===== config.mk =====
export PLATFORM = sky130hd
export DESIGN_NAME = audio_ser_tx
export DESIGN_NICKNAME = d
export VERILOG_FILES = /design/src/rtl/audio_tx_pkg.sv /design/src/rtl/sample_fifo.sv /design/src/rtl/serial_framer.sv /design/src/rtl/host_port.sv /design/src/rtl/audio_ser_tx.sv
export SDC_FILE = /design/constraint.sdc
export NUM_CORES = 1
export LEC_CHECK = 0
export ABC_CLOCK_PERIOD_IN_PS = 6800
export BUFFER_PORTS_ARGS = -buffer_cell sky130_fd_sc_hd__buf_4
export CORE_MARGIN = 10
export CORE_UTILIZATION = 45
export DETAILED_ROUTE_END_ITERATION = 10
export PLACE_DENSITY = 0.69
export SLEW_MARGIN = 10
export SYNTH_ARGS = -nofsm -noshare
export SYNTH_HDL_FRONTEND = slang
export SYNTH_HIERARCHICAL = 1
export SYNTH_SLANG_ARGS = --single-unit
export TNS_END_PERCENT = 1

===== constraint.sdc =====
create_clock -name clk_i -period 6.8 [get_ports clk_i]
set_input_delay 1.36 -clock clk_i [delete_from_list [all_inputs] [get_ports clk_i]]
set_output_delay 1.36 -clock clk_i [all_outputs]
set_load 0.1 [all_outputs]

===== src/rtl/audio_tx_pkg.sv =====
package audio_tx_pkg;
  localparam int unsigned CH_L = 0;
  localparam int unsigned CH_R = 1;
  // status word field positions
  localparam int unsigned ST_URUN_L = 0;
  localparam int unsigned ST_URUN_R = 1;
  localparam int unsigned ST_LVL_L  = 4;
  localparam int unsigned ST_LVL_R  = 8;
endpackage


===== src/rtl/sample_fifo.sv =====
module sample_fifo #(
  parameter int unsigned WIDTH = 32,
  parameter int unsigned DEPTH = 4,
  localparam int unsigned PTR_W = $clog2(DEPTH),
  localparam int unsigned LVL_W = $clog2(DEPTH + 1)
) (
  input  logic             clk_i,
  input  logic             rst_ni,
  input  logic             push_i,
  input  logic [WIDTH-1:0] wdata_i,
  input  logic             pop_i,
  output logic [WIDTH-1:0] head_o,
  output logic             empty_o,
  output logic             full_o,
  output logic [LVL_W-1:0] level_o
);
  logic [WIDTH-1:0] mem_q [DEPTH];
  logic [PTR_W-1:0] wptr_q, rptr_q;
  logic [LVL_W-1:0] cnt_q;

  assign empty_o = (cnt_q == '0);
  assign full_o  = (cnt_q == LVL_W'(DEPTH));
  assign level_o = cnt_q;
  assign head_o  = mem_q[rptr_q];

  function automatic logic [PTR_W-1:0] ptr_inc(input logic [PTR_W-1:0] p);
    return (p == PTR_W'(DEPTH - 1)) ? '0 : p + 1'b1;
  endfunction

  always_ff @(posedge clk_i or negedge rst_ni) begin
    if (!rst_ni) begin
      wptr_q <= '0;
      rptr_q <= '0;
      cnt_q  <= '0;
    end else begin
      if (push_i) wptr_q <= ptr_inc(wptr_q);
      if (pop_i)  rptr_q <= ptr_inc(rptr_q);
      case ({push_i, pop_i})
        2'b10:   cnt_q <= cnt_q + 1'b1;
        2'b01:   cnt_q <= cnt_q - 1'b1;
        default: cnt_q <= cnt_q;
      endcase
    end
  end

  always_ff @(posedge clk_i) begin
    if (push_i) mem_q[wptr_q] <= wdata_i;
  end

  AST_NO_OVERFLOW:  assert property (@(posedge clk_i) disable iff (!rst_ni) push_i |-> !full_o);
  AST_NO_UNDERFLOW: assert property (@(posedge clk_i) disable iff (!rst_ni) pop_i |-> !empty_o);
endmodule


===== src/rtl/serial_framer.sv =====
module serial_framer #(
  parameter int unsigned WORD_W  = 32,
  parameter int unsigned BIT_DIV = 8,
  localparam int unsigned SLOTS  = 2 * WORD_W,
  localparam int unsigned DIV_W  = $clog2(BIT_DIV),
  localparam int unsigned SLOT_W = $clog2(SLOTS),
  localparam int unsigned CNT_W  = DIV_W + SLOT_W
) (
  input  logic              clk_i,
  input  logic              rst_ni,
  input  logic [WORD_W-1:0] head_l_i,
  input  logic              empty_l_i,
  input  logic [WORD_W-1:0] head_r_i,
  input  logic              empty_r_i,
  output logic              pop_l_o,
  output logic              pop_r_o,
  output logic              urun_l_o,
  output logic              urun_r_o,
  output logic              mclk_o,
  output logic              wclk_o,
  output logic              sdata_o
);
  logic [CNT_W-1:0]  cnt_q;
  logic [SLOT_W-1:0] slot;
  logic              bit_end, load_l, load_r, shift_l, shift_r, sel_r;
  logic [WORD_W-1:0] sr_l_q, sr_r_q;

  assign slot    = cnt_q[CNT_W-1:DIV_W];
  assign bit_end = (cnt_q[DIV_W-1:0] == '1);
  // one-slot delay: left loads at end of slot 0, right at end of slot WORD_W
  assign load_l  = bit_end && (slot == '0);
  assign load_r  = bit_end && (slot == SLOT_W'(WORD_W));
  assign shift_l = bit_end && (slot != '0) && (slot < SLOT_W'(WORD_W));
  assign shift_r = bit_end && (slot > SLOT_W'(WORD_W));
  assign sel_r   = (slot > SLOT_W'(WORD_W)) || (slot == '0);

  assign pop_l_o  = load_l && !empty_l_i;
  assign pop_r_o  = load_r && !empty_r_i;
  assign urun_l_o = load_l && empty_l_i;
  assign urun_r_o = load_r && empty_r_i;

  assign mclk_o  = cnt_q[0];
  assign wclk_o  = cnt_q[CNT_W-1];
  assign sdata_o = sel_r ? sr_r_q[WORD_W-1] : sr_l_q[WORD_W-1];

  always_ff @(posedge clk_i or negedge rst_ni) begin
    if (!rst_ni) begin
      cnt_q  <= '0;
      sr_l_q <= '0;
      sr_r_q <= '0;
    end else begin
      cnt_q <= cnt_q + 1'b1;
      if (load_l)       sr_l_q <= empty_l_i ? '0 : head_l_i;
      else if (shift_l) sr_l_q <= {sr_l_q[WORD_W-2:0], 1'b0};
      if (load_r)       sr_r_q <= empty_r_i ? '0 : head_r_i;
      else if (shift_r) sr_r_q <= {sr_r_q[WORD_W-2:0], 1'b0};
    end
  end

  AST_BIT_STABLE: assert property (@(posedge clk_i) disable iff (!rst_ni)
    (cnt_q[DIV_W-1:0] != '0) |-> $stable(sdata_o));
  AST_MCLK_TOGGLE: assert property (@(posedge clk_i) disable iff (!rst_ni)
    (cnt_q != '0) |-> (mclk_o != $past(mclk_o)));
  AST_SILENCE_L: assert property (@(posedge clk_i) disable iff (!rst_ni)
    urun_l_o |=> (sr_l_q == '0));
  AST_SILENCE_R: assert property (@(posedge clk_i) disable iff (!rst_ni)
    urun_r_o |=> (sr_r_q == '0));
  AST_ONE_LOAD: assert property (@(posedge clk_i) disable iff (!rst_ni)
    $onehot0({pop_l_o, pop_r_o, urun_l_o, urun_r_o}));
endmodule


===== src/rtl/host_port.sv =====
module host_port
  import audio_tx_pkg::*;
#(
  parameter int unsigned WORD_W = 32,
  parameter int unsigned LVL_W  = 3
) (
  input  logic              clk_i,
  input  logic              rst_ni,
  input  logic              wr_ni,
  input  logic              rd_ni,
  input  logic              chan_sel_i,
  input  logic [1:0]        full_i,
  input  logic [LVL_W-1:0]  lvl_l_i,
  input  logic [LVL_W-1:0]  lvl_r_i,
  input  logic [1:0]        urun_i,
  output logic [1:0]        push_o,
  output logic [WORD_W-1:0] data_o,
  output logic              ack_no
);
  logic       served_q, ack_q, wr_fire, rd_fire;
  logic [1:0] flag_q, flag_now;

  assign wr_fire = !wr_ni && !served_q && !full_i[chan_sel_i];
  assign rd_fire = !rd_ni && wr_ni && !served_q;
  assign push_o[CH_L] = wr_fire && !chan_sel_i;
  assign push_o[CH_R] = wr_fire && chan_sel_i;
  assign flag_now = flag_q | urun_i;
  assign ack_no   = !ack_q;

  always_ff @(posedge clk_i or negedge rst_ni) begin
    if (!rst_ni) begin
      served_q <= 1'b0;
      ack_q    <= 1'b0;
      flag_q   <= '0;
      data_o   <= '0;
    end else begin
      ack_q <= wr_fire || rd_fire;
      if (wr_ni && rd_ni)          served_q <= 1'b0;
      else if (wr_fire || rd_fire) served_q <= 1'b1;
      // a new underrun in the read cycle survives the clear
      flag_q <= rd_fire ? urun_i : flag_now;
      if (rd_fire) begin
        data_o <= '0;
        data_o[ST_URUN_L] <= flag_now[CH_L];
        data_o[ST_URUN_R] <= flag_now[CH_R];
        data_o[ST_LVL_L +: LVL_W] <= lvl_l_i;
        data_o[ST_LVL_R +: LVL_W] <= lvl_r_i;
      end
    end
  end

  AST_ACK_PULSE: assert property (@(posedge clk_i) disable iff (!rst_ni)
    !ack_no |=> ack_no);
  AST_ACK_NEEDS_STROBE: assert property (@(posedge clk_i) disable iff (!rst_ni)
    $fell(ack_no) |-> $past(!wr_ni || !rd_ni));
  AST_STICKY: assert property (@(posedge clk_i) disable iff (!rst_ni)
    (flag_q[CH_L] && rd_ni) |=> flag_q[CH_L]);
endmodule


===== src/rtl/audio_ser_tx.sv =====
module audio_ser_tx
  import audio_tx_pkg::*;
#(
  parameter int unsigned WORD_W  = 32,
  parameter int unsigned DEPTH   = 4,
  parameter int unsigned IRQ_LVL = 2,
  localparam int unsigned LVL_W  = $clog2(DEPTH + 1)
) (
  input  logic              clk_i,
  input  logic              rst_ni,
  input  logic              wr_ni,
  input  logic              rd_ni,
  input  logic              chan_sel_i,
  input  logic [WORD_W-1:0] data_i,
  output logic [WORD_W-1:0] data_o,
  output logic              ack_no,
  output logic              irq_no,
  output logic              mclk_o,
  output logic              wclk_o,
  output logic              sdata_o
);
  logic [1:0]        push, pop, empty, full, urun;
  logic [WORD_W-1:0] head [2];
  logic [LVL_W-1:0]  lvl  [2];
  logic              irq_q, low_both;

  for (genvar c = 0; c < 2; c++) begin : g_ch
    sample_fifo #(.WIDTH(WORD_W), .DEPTH(DEPTH)) i_fifo (
      .clk_i   (clk_i),
      .rst_ni  (rst_ni),
      .push_i  (push[c]),
      .wdata_i (data_i),
      .pop_i   (pop[c]),
      .head_o  (head[c]),
      .empty_o (empty[c]),
      .full_o  (full[c]),
      .level_o (lvl[c])
    );
  end

  serial_framer #(.WORD_W(WORD_W)) i_framer (
    .clk_i     (clk_i),
    .rst_ni    (rst_ni),
    .head_l_i  (head[CH_L]),
    .empty_l_i (empty[CH_L]),
    .head_r_i  (head[CH_R]),
    .empty_r_i (empty[CH_R]),
    .pop_l_o   (pop[CH_L]),
    .pop_r_o   (pop[CH_R]),
    .urun_l_o  (urun[CH_L]),
    .urun_r_o  (urun[CH_R]),
    .mclk_o    (mclk_o),
    .wclk_o    (wclk_o),
    .sdata_o   (sdata_o)
  );

  host_port #(.WORD_W(WORD_W), .LVL_W(LVL_W)) i_host (
    .clk_i      (clk_i),
    .rst_ni     (rst_ni),
    .wr_ni      (wr_ni),
    .rd_ni      (rd_ni),
    .chan_sel_i (chan_sel_i),
    .full_i     (full),
    .lvl_l_i    (lvl[CH_L]),
    .lvl_r_i    (lvl[CH_R]),
    .urun_i     (urun),
    .push_o     (push),
    .data_o     (data_o),
    .ack_no     (ack_no)
  );

  assign low_both = (lvl[CH_L] <= LVL_W'(IRQ_LVL)) && (lvl[CH_R] <= LVL_W'(IRQ_LVL));

  always_ff @(posedge clk_i or negedge rst_ni) begin
    if (!rst_ni) irq_q <= 1'b1;
    else         irq_q <= low_both;
  end
  assign irq_no = !irq_q;

  AST_IRQ_RELEASE: assert property (@(posedge clk_i) disable iff (!rst_ni)
    (lvl[CH_L] > LVL_W'(IRQ_LVL)) |=> irq_no);
  AST_PUSH_ROUTE: assert property (@(posedge clk_i) disable iff (!rst_ni)
    push[CH_R] |-> (chan_sel_i && !wr_ni));
endmodule


======== After elaboration in Yosys (flattened, before gate mapping) ========
Memories as Yosys holds them, arrays and structs flattened.
Cells that the tools add are included.
operators by class
  add/sub/neg operators ................... 9
  magnitude comparators ................... 5
  eq/ne operators ......................... 12
  mux-type cells .......................... 22
  bitwise logic cells ..................... 1
  reduce and logical (&&, ||, !) cells .... 37
operators with widths
  cell                 number
  $mux 32              6
  $logic_and 1x1->1    17
  $eq 2x2->1 const B   6
  $pmux 3 s2           2
  $mux 2               5
  $reduce_bool 2->1    5
  $add 9x1->9 const B  1
  $eq 3x3->1 const B   3
  $logic_not 1->1      9
  $mux 1               9
  $add 2x1->2 const B  4
  $add 3x1->3 const B  2
  $eq 6x6->1 const B   1
  $gt 6x6->1 const B   1
  $le 3x2->1 const B   2
  $logic_not 3->1      2
  $logic_not 6->1      1
  $lt 6x6->1 const B   1
  $reduce_bool 6->1    1
  $sub 3x1->3 const B  2
  $eq 2x1->1 const B   2
  $logic_or 1x1->1     2
  $lt 1x2->1 const B   1
  $or 2x2->2           1
storage, ports and cells
  flip-flop bits (word level) ............. 100
  memory bits (writable) .................. 256
  input port bits ......................... 37
  memories kept ........................... 2
memory list
  memory                words  width  read ports  clocked after memory_dff  write ports  line               text
  g_ch[0].i_fifo.mem_q  4      32     1           0                         1            sample_fifo.sv:17  logic [WIDTH-1:0] mem_q [DEPTH];
  g_ch[1].i_fifo.mem_q  4      32     1           0                         1            sample_fifo.sv:17

======== Logic depth before layout (Yosys ltp) ========
  word-level depth ........................ 8
  depth in mapped cells ................... 11
  depth with buffers taken out ............ 10

======== By module ========
The synthesis kept the hierarchy.
by module, submodules not included
  module         instances  cells an instance  area an instance (um2)
  sample_fifo    2          206                5084.9
  serial_framer  1          346                3666.0
  host_port      1          60                 678.2
  audio_ser_tx   1          4                  47.5

======== Worst setup path before layout ========
No wires, ideal clock.
  kind .................................... register to output
  start point ............................. register i_framer.cnt_q[8]
  end point ............................... output sdata_o
  arrival time ............................ 2.283 ns
  setup slack ............................. 3.157 ns
  cell stages (with the launch flop) ...... 5
  cell sequence ........................... dfrtp_1 buf_2 nand2_1 a211oi_1 a311o_1
between the ends
  cells in the longest elaborated chain, start to end .. 3
ends and longest elaborated chain
  element                                               line                 text
  from (decl)                                           serial_framer.sv:23  logic [CNT_W-1:0] cnt_q;
  from (signal assigned)                                serial_framer.sv:52  cnt_q <= cnt_q + 1'b1;
  $gt 6x6->1 / $logic_not 6->1 (equally long branches)  serial_framer.sv:35  assign sel_r = (slot > SLOT_W'(WORD_W)) || (slot == '0);
  $logic_or 1x1->1 (*)                                  serial_framer.sv:35
  $mux 1 (*)                                            serial_framer.sv:44  assign sdata_o = sel_r ? sr_r_q[WORD_W-1] : sr_l_q[WORD_W-1];
  to (decl)                                             audio_ser_tx.sv:20   output logic sdata_o
Mark *: on every way between the ends. The rest lies on a longest branch, timed or not.

======== Final worst setup path ========
  start point ............................. register i_framer.cnt_q[3]
  end point ............................... output sdata_o
The elaborated chain is that of the path after synthesis.

==> metrics.cfg <==
[sta]
finClkSkew_ns=0.0211
drv_slew=0
report.final.setup_viol=0
max-slew-margin-rel=0.289
max_freq_mhz=251
finalHoldViolCount=0
post-route-min-period_ns=3.99
worstMarginPinSlew_ns=1.07
rsz0062_at_grt=no
period_share=0.587
setup-tns-final_ns=0
hold_slack_ns=0.468

[clocking]
cts_root_buf=clkbuf_16
ctsResizeCount=0
htree_levels=2
hold_buffers=0
cts_buffers=37
cts_tree=done
worst_skew_pair.late_latency_ns=0.51
clock_sinks=356
clkSlewWorstSetupHoldPaths_ns=0.06
cts_buffer_depth=3
post-cts-setup-buffer-count=0

[global_route]
grt_pass1_wl_um=46300
met3_usage=0.0370
grt_util_met2=0.226
grt_overflow_total=0
grt_max_degree=64
track_usage=0.152
grt_antenna_before_repair=0
grt_pass1_vias=7426
top_usage_layer=met2
grtUsageMet1=0.222

[layout]
drive_above_1_share=0.231
layout.nets=920
n_antenna_cell=0
nFillCells=2494
layout.cells.non_filler=1298
multi_input_area_mm2=0.00387
area_growth_pct=12.7
ff_latch_area_mm2=0.0102

[setup_path]
cp_slowest_cell=or3_2
end_kind=primary output
ff2ff_path_depth=10
critical_path.top_delay_family=buffers and inverters
startpoint_type=register
worst_path_largest_cell_delay_ns=0.48
worstSetupPathDepth=5
critPathMaxFanout=63
r2r_end=g_ch[0].i_fifo/level_o[2]
reg2reg_setup_slack_ns=3.68
crit_chain=or3_2 -> buf_4 -> a211oi_1 -> a311o_1 -> buf_4
worstSetupEndpoint=sdata_o
crit_path_frequent_cell=buf_4
required_ns=5.44
critPathKind=register to primary output
critPathBufInv=2
r2r-start=i_framer/cnt_q[3]
startpoint=i_framer/cnt_q[3]
cp.arrival_ns=2.63

[logic_synthesis]
yosys-top-cells-count=edfxtp_1 (256), dfrtp_1 (99), mux4_2 (56)
netlist_area_mm2=0.0146
synth_cell_type_count=51
yosysWarningCount=6
synthDominantCellAreaShare=0.528
async_reset_ff_frac=0.281
synth_area_per_cell_um2=17.7
synth_most_common_cell=edfxtp_1
yosysTopAreaCell=edfxtp_1
synth_ff_type=edfxtp_1
ys_ff_latch=356
ys_seq_area_frac=0.700
synth_cells=822
synth-edff-count=256
synthTopCellsByArea=edfxtp_1 (53%), dfrtp_1 (17%), mux4_2 (8.7%)

[power]
leakage_nw=5.97
p_per_area_mw_per_mm2=321
total_power_mw=5.26
peakVddDrop_uv=258

[drt]
vias=7521
drt_iter0_drc=793
wl_per_cell_um=23.0
wl_um=29900
dr.pass1.iters=5
antenna_left=0
drc=0
avgViaCountPerCell=5.79

[floorplanning]
die_h_um=200
io_pins=74
die_x_um=200
die_area_mm2=0.0400
initial_core_util=0.459
rows=65
core_area_mm2=0.0317

[placement]
dp.cells=1230
hpwl_um=18500
place.gp.congestion=0.798
io_buffers=49

[hold_path]
hold_class=register to register

[job]
maxCapViolCount=0

[run_status]
status=finished, final reports clean

[per-layer routing]
layer / part of all wire / routed length (um)
met5: 0 / 0
met4: 0.016 / 469
met3: 0.080 / 2380
met2: 0.45 / 13400
met1: 0.46 / 13600
[layout by cell type (no fill, tap or decap), drive strengths merged, types with 2 or more instances in the layout]
cell type,count
a21o,2
a21oi,3
a221o,29
a31oi,33
and2,11
and3,5
buf,64
bufinv,7
clkbuf,49
clkinv,7
clkinvlp,4
conb,24
dfrtp,99
edfxtp,256
fa,2
ha,14
inv,19
mux2,11
mux2i,4
mux4,64
nand2,7
nand2b,3
nand3,3
nand4,2
nand4b,33
nor2,42
nor3,4
nor4,2
o211a,27
o21ai,37
or3,3
xnor2,8
xor2,4
[worst reg2reg max path, stage by stage, from the launching register on]
cell,delay (ns)
dfrtp_1,0.47
or3_2,0.48
buf_4,0.33
nor4_4,0.29
buf_4,0.39
ha_1,0.26
inv_1,0.06
fa_1,0.37
xor2_1,0.15
nor2_1,0.11
xor2_1,0.15
[state kept, by name, summed over array words and instances, names as in the netlist]
register / count
i_host/flag_q: 2
i_host/ack_q: 1
i_framer/sr_l_q: 32
i_host/served_q: 1
g_ch.i_fifo/level_o: 6
g_ch.i_fifo/wptr_q: 4
i_framer/sr_r_q: 32
g_ch.i_fifo/rptr_q: 4
g_ch.i_fifo/mem_q: 256
irq_q: 1
i_host/data_o: 8
i_framer/cnt_q: 9
[worst min-delay path by stage]
stage / start / depth (start not counted) / slack (ns) / endpoint
final: g_ch[0].i_fifo/level_o[1] / 1 / 0.47 / irq_q
after floorplan: g_ch[0].i_fifo/level_o[1] / 1 / 0.42 / irq_q
after global placement: g_ch[0].i_fifo/level_o[1] / 1 / 0.46 / irq_q
after CTS: g_ch[0].i_fifo/level_o[1] / 1 / 0.47 / irq_q
after global routing: g_ch[0].i_fifo/level_o[1] / 1 / 0.49 / irq_q
after detailed placement: g_ch[0].i_fifo/level_o[1] / 1 / 0.47 / irq_q
[cell type report]
class / instances / area share
sequential: 356 / 0.621
tap: 402 / 0.0307
multi-input combinational: 390 / 0.236
clock buffer: 49 / 0.0618
inverter: 18 / 0.00412
clock inverter: 19 / 0.0170
timing repair buffer: 64 / 0.0293
[where the power goes]
| group | switching, mW | internal [mW] | total, mW |
|---|---|---|---|
| Sequential | 0.0698 | 2.45 | 2.52 |
| Combinational | 0.437 | 0.192 | 0.629 |
| Clock | 0.796 | 1.32 | 2.12 |
[logic make-up (layout without fill, tap and decap cells)]
| logic type | count (synthesis) | count (layout) | synth area share |
|---|---|---|---|
| AOI/OAI and AO/OA | 138 | 138 | 0.0717 |
| xor gates and xnor gates | 12 | 12 | 0.00722 |
| adders and majority gates | 16 | 16 | 0.0148 |
| buffers and inverters | 99 | 150 | 0.0424 |
| DFF | 356 | 356 | 0.700 |
| muxes | 79 | 79 | 0.112 |
| other | 1 | 24 | 0.000258 |
| and+or+nand+nor | 121 | 121 | 0.0514 |
[per-stage QoR]
step                setup WS [ns]  utilization  cell area [um2]
floorplan                    3.16            -            14600
global placement             3.41        0.476            15100
detailed placement           3.39        0.476            15100
CTS                          2.82        0.517            16400
global route                 2.70        0.517            16400
finish                       2.81        0.517            16400
No activity file was read; power rests on OpenSTA's default activity.
